File: src/rtl/stat_ctl_pkg.sv
package stat_ctl_pkg;

    localparam int STAT_W = 8;

    typedef struct packed {
        logic irq_pend;
        logic wdog_flag;
        logic busrst_flag;
        logic por_flag;
        logic susp;
        logic ie;
        logic rsvd;
        logic run;
    } stat_t;

    typedef enum logic [1:0] {
        EV_NONE = 2'd0,
        EV_POR  = 2'd1,
        EV_WDOG = 2'd2,
        EV_HALT = 2'd3
    } wipe_ev_e;

    localparam int NCAUSE = 3;

    // cause flags ordered {wdog, busrst, por}
    localparam logic [NCAUSE-1:0] CAUSE_POR_INIT = 3'b001;
    localparam logic [NCAUSE-1:0] CAUSE_WDOG_SET = 3'b100;

    function automatic wipe_ev_e pick_wipe(input logic por, input logic wdog,
                                           input logic halt);
        if (por)       return EV_POR;
        else if (wdog) return EV_WDOG;
        else if (halt) return EV_HALT;
        else           return EV_NONE;
    endfunction

endpackage

File: src/rtl/cause_flags.sv
module cause_flags
    import stat_ctl_pkg::*;
#(
    parameter int N = NCAUSE,
    parameter logic [N-1:0] POR_INIT = CAUSE_POR_INIT,
    parameter logic [N-1:0] WDOG_SET = CAUSE_WDOG_SET
) (
    input  logic         clk,
    input  wipe_ev_e     ev,
    input  logic [N-1:0] set_stb,
    input  logic [N-1:0] clr_wr,
    output logic [N-1:0] flags
);
    for (genvar i = 0; i < N; i++) begin : g_flag
        always_ff @(posedge clk) begin
            unique case (ev)
                EV_POR:  flags[i] <= POR_INIT[i];
                EV_WDOG: flags[i] <= WDOG_SET[i] | flags[i] | set_stb[i];
                EV_HALT: flags[i] <= 1'b0;
                default: begin
                    if (set_stb[i])     flags[i] <= 1'b1;
                    else if (clr_wr[i]) flags[i] <= 1'b0;
                end
            endcase
        end
    end
endmodule

File: src/rtl/ie_susp_ctl.sv
module ie_susp_ctl
    import stat_ctl_pkg::*;
(
    input  logic     clk,
    input  wipe_ev_e ev,
    input  logic     ei_ev,
    input  logic     di_ev,
    input  logic     reti_ev,
    input  logic     wr,
    input  logic     wd_susp,
    input  logic     bus_act,
    input  logic     wake,
    output logic     ie,
    output logic     susp
);
    always_ff @(posedge clk) begin
        if (ev != EV_NONE) begin
            ie   <= 1'b0;
            susp <= 1'b0;
        end else begin
            if (di_ev)                  ie <= 1'b0;
            else if (ei_ev || reti_ev)  ie <= 1'b1;

            if (susp && (wake || bus_act)) susp <= 1'b0;
            else if (wr)                   susp <= wd_susp && !bus_act;
        end
    end
endmodule

File: src/rtl/irq_run_ctl.sv
module irq_run_ctl
    import stat_ctl_pkg::*;
(
    input  logic     clk,
    input  wipe_ev_e ev,
    input  logic     irq_req,
    input  logic     irq_src_en,
    input  logic     ie,
    input  logic     wr,
    input  logic     wd_rsvd,
    input  logic     wd_run,
    output logic     irq_pend,
    output logic     rsvd,
    output logic     run
);
    logic take;
    assign take = irq_pend && irq_src_en && ie;

    always_ff @(posedge clk) begin
        unique case (ev)
            EV_POR, EV_WDOG: begin
                irq_pend <= 1'b0;
                rsvd     <= 1'b0;
                run      <= 1'b1;
            end
            EV_HALT: begin
                irq_pend <= 1'b0;
                rsvd     <= 1'b0;
                run      <= 1'b0;
            end
            default: begin
                if (take)         irq_pend <= 1'b0;
                else if (irq_req) irq_pend <= 1'b1;
                if (wr) begin
                    rsvd <= wd_rsvd;
                    run  <= wd_run;
                end
            end
        endcase
    end
endmodule

File: src/rtl/core_stat_ctl.sv
module core_stat_ctl
    import stat_ctl_pkg::*;
#(
    parameter int ADDR_W = 8,
    parameter logic [ADDR_W-1:0] REG_ADDR = '1
) (
    input  logic              clk,
    input  logic              rst,
    input  logic [ADDR_W-1:0] bus_addr,
    input  logic              wr_en,
    input  logic [7:0]        wr_data,
    output logic [7:0]        rd_data,
    input  logic              halt_ev,
    input  logic              ei_ev,
    input  logic              di_ev,
    input  logic              reti_ev,
    input  logic              wdog_rst_ev,
    input  logic              busrst_ev,
    input  logic              irq_req,
    input  logic              irq_src_en,
    input  logic              bus_act,
    input  logic              wake,
    output logic              run_o,
    output logic              susp_o,
    output logic              ie_o
);
    stat_t    stat_q;
    stat_t    wd;
    wipe_ev_e ev;
    logic     sel;
    logic     wr_hit;
    logic [NCAUSE-1:0] cause_q;
    logic unused_wd;

    assign wd      = stat_t'(wr_data);
    assign sel     = (bus_addr == REG_ADDR);
    assign wr_hit  = wr_en && sel;
    assign ev      = pick_wipe(rst, wdog_rst_ev, halt_ev);
    assign unused_wd = wd.irq_pend ^ wd.ie;

    cause_flags u_cause (
        .clk     (clk),
        .ev      (ev),
        .set_stb ({1'b0, busrst_ev, 1'b0}),
        .clr_wr  ({wr_hit && !wd.wdog_flag, wr_hit && !wd.busrst_flag,
                   wr_hit && !wd.por_flag}),
        .flags   (cause_q)
    );

    ie_susp_ctl u_iesusp (
        .clk     (clk),
        .ev      (ev),
        .ei_ev   (ei_ev),
        .di_ev   (di_ev),
        .reti_ev (reti_ev),
        .wr      (wr_hit),
        .wd_susp (wd.susp),
        .bus_act (bus_act),
        .wake    (wake),
        .ie      (stat_q.ie),
        .susp    (stat_q.susp)
    );

    irq_run_ctl u_irqrun (
        .clk        (clk),
        .ev         (ev),
        .irq_req    (irq_req),
        .irq_src_en (irq_src_en),
        .ie         (stat_q.ie),
        .wr         (wr_hit),
        .wd_rsvd    (wd.rsvd),
        .wd_run     (wd.run),
        .irq_pend   (stat_q.irq_pend),
        .rsvd       (stat_q.rsvd),
        .run        (stat_q.run)
    );

    assign stat_q.wdog_flag   = cause_q[2];
    assign stat_q.busrst_flag = cause_q[1];
    assign stat_q.por_flag    = cause_q[0];

    assign rd_data = sel ? stat_q : 8'h00;
    assign run_o   = stat_q.run;
    assign susp_o  = stat_q.susp;
    assign ie_o    = stat_q.ie;
endmodule

File: config.mk
export PLATFORM = sky130hd
export DESIGN_NAME = core_stat_ctl
export DESIGN_NICKNAME = d
export VERILOG_FILES = /design/src/rtl/stat_ctl_pkg.sv /design/src/rtl/cause_flags.sv /design/src/rtl/ie_susp_ctl.sv /design/src/rtl/irq_run_ctl.sv /design/src/rtl/core_stat_ctl.sv
export SDC_FILE = /design/constraint.sdc
export NUM_CORES = 1
export LEC_CHECK = 0
export CORE_UTILIZATION = 33
export CTS_CLUSTER_DIAMETER = 150
export DETAILED_ROUTE_END_ITERATION = 8
export PLACE_DENSITY = 0.86
export SYNTH_ARGS = -nofsm -noshare
export SYNTH_HDL_FRONTEND = slang
export SYNTH_HIERARCHICAL = 1
export SYNTH_SLANG_ARGS = --single-unit
export TNS_END_PERCENT = 10
File: constraint.sdc
create_clock -name clk -period 2.45 [get_ports clk]
set_input_delay 0.49 -clock clk [delete_from_list [all_inputs] [get_ports clk]]
set_output_delay 0.49 -clock clk [all_outputs]
set_load 0.005 [all_outputs]
==> flow_summary.toml <==
[outcome]
outcome = "finished clean"

[clock_tree]
clk_latency_ps = 250
holdBufCountCts = 0
cts_root_buf = "clkbuf_4"
numCtsBuffers = 3
clkSinkCount = 8
cts.clk_slew.worst_paths_ps = 50
cts.path.max_buffers = 2
cts_setup_buffers = 0
cts-resized-gates = 2
cts_tree = "yes"
cts_htree_levels = 1

[drt]
drc = 0
via_count = 652
drt_pass1_iterations = 4
drt_iter0_markers = 10
wire_per_inst_um = 11.4
ant_nets = 0
met3_length_um = 118
drt_wl_total_um = 1470
dr_wl_met2_um = 770
viasPerCell = 5.05
drt-met1-wl_um = 574
highest_layer = "met4"

[floorplan]
die_w_um = 43.1
std_cell_rows = 14
start_util = 0.362
fp.dieH_um = 43.1
core_mm2 = 0.00154
io_pins = 40
die_area_mm2 = 0.00186

[final_layout]
finalInstanceArea_mm2 = 0.00104
layoutNonFillerInstCount = 129
insertedDiodeCount = 0
drive_gt1_frac = 0.133
fin_nets = 146
areaGrowthSynthToFinish_pct = 86.5

[synthesis]
async_reset_ff_frac = 0
dominantRegCellSynth = "edfxtp_1"
synth_most_common_cell = "inv_1"
synth_top_cell_area_share = 0.215
syn_area_um2 = 558
synth_common_cells = "inv_1, nor3_1, nor2_1"
synth-edff-count = 4
ys_ff_latch = 8
synth_area_leaders = "edfxtp_1, dfxtp_1, nor3_1"
yosysWarnings = 6
ys_seq_area_frac = 0.359
synth_cell_types = 23
avgSynthCellArea_um2 = 8.72
syn_inst = 64
synth_largest_area_cell = "edfxtp_1"

[critical_path]
startpoint_type = "input port"
crit_arrival_ps = 1920
cp_max_fo = 8
path_class = "input port to output port"
endpoint_kind = "output port"
crit_required_ps = 1960

[placement]
dp.cells = 125
dpl-instance-area_um2 = 996
gp_congestion = 0.683
hpwl_um = 1170
portBuffers = 37

[power_and_ir_drop]
ir_drop_uv = 202
design_power_total_mw = 0.369
p_sw_mw = 0.0894
pwr-share-comb = 0.269
powerDensity_mw_per_mm2 = 355
clkPwrFrac = 0.298
pwr-share-seq = 0.433
p_int_mw = 0.280
power.share.switching = 0.242
p_leak_nw = 0.512

[global_route]
grt_start_max_net_pins = 13
grt_pass1_wl_um = 2420
antenna_found_initial = 0
grt_pass1_vias = 615
grt.overflow.total = 0
grt_usage = 0.174

[timing]
holdWs_ps = 536
drv_slew = 0
setup_viol = 0
max_freq_mhz = 415
finalCritPeriodShare = 0.983
skew_ps = 0.0359
hold_violations = 0
rsz0062_at_grt = "true"
post-route-min-period_ps = 2410

[flow_run]
drv_cap = 0

[min_path]
min_path_type = "register to register"
[cells in the final DEF, fill, tap and decap left out, types with 4 or more instances in the layout]
cell type	instances
conb_1	4
dlymetal6s2s_1	6
nor2_1	6
dfxtp_1	4
clkdlybuf4s50_1	30
nor3_1	9
inv_1	12
buf_4	7
edfxtp_1	4
[power by group through the flow]
stage / combinational (mW) / clock, mW / sequential (mW)
floorplan: 0.0352 / 0 / 0.162
global placement: 0.0950 / 0 / 0.162
detailed placement: 0.0989 / 0 / 0.162
CTS: 0.0994 / 0.116 / 0.160
global route: 0.109 / 0.123 / 0.161
finish: 0.0993 / 0.110 / 0.160
[stage by stage]
stage          TNS, ps  setup slack [ps]   util
6_report             0              42.2  0.675
3_3_place_gp         0              24.8  0.646
2_1_floorplan        0               533      -
3_5_place_dp     -27.7             -18.8  0.646
4_1_cts              0              17.4  0.666
5_1_grt          -50.0             -50.0  0.675
[final timing paths]
check	startpoint	to	slack, ps	cells past startpoint
min	u_irqrun/rsvd	u_irqrun/rsvd	540	2
max reg2reg	u_cause/flags[0]	u_cause/flags[0]	1460	2
min reg2reg	u_irqrun/rsvd	u_irqrun/rsvd	540	2
max	bus_addr[6]	rd_data[1]	40	5
[registers in the layout, indices dropped and copies added, names as in the netlist]
signal	flops
u_irqrun/run	1
u_cause/flags	3
u_iesusp/ie	1
u_irqrun/rsvd	1
u_irqrun/irq_pend	1
u_iesusp/susp	1
[cell type report]
type / count / area, µm²
Multi-Input combinational cell: 45 / 313
Tap cell: 16 / 20.0
Timing Repair Buffer: 44 / 437
Inverter: 12 / 45.0
Fill cell: 133 / 500
Clock buffer: 4 / 26.3
Sequential cell: 8 / 200
[logic make-up after synthesis]
kind of cell,count (synthesis),share of synthesized area
simple gates,30,0.348
buf+inv,14,0.110
fa+ha+maj,3,0.0673
compound gates,5,0.0538
mux,3,0.0561
flops,8,0.359
other cells,1,0.00672
[worst max-delay path: stages]
cell and delay, ps:
clkdlybuf4s50_1 460, nand4_1 100, buf_4 180, nor3_2 160, clkdlybuf4s50_1 520
[layer usage]
metal,global-route usage,up-vias
met1,0.199,296
met4,0.0727,0
met2,0.293,34
li1,-,320
met3,0.0553,2
met5,0,-
(Power assumes the default switching activity.)
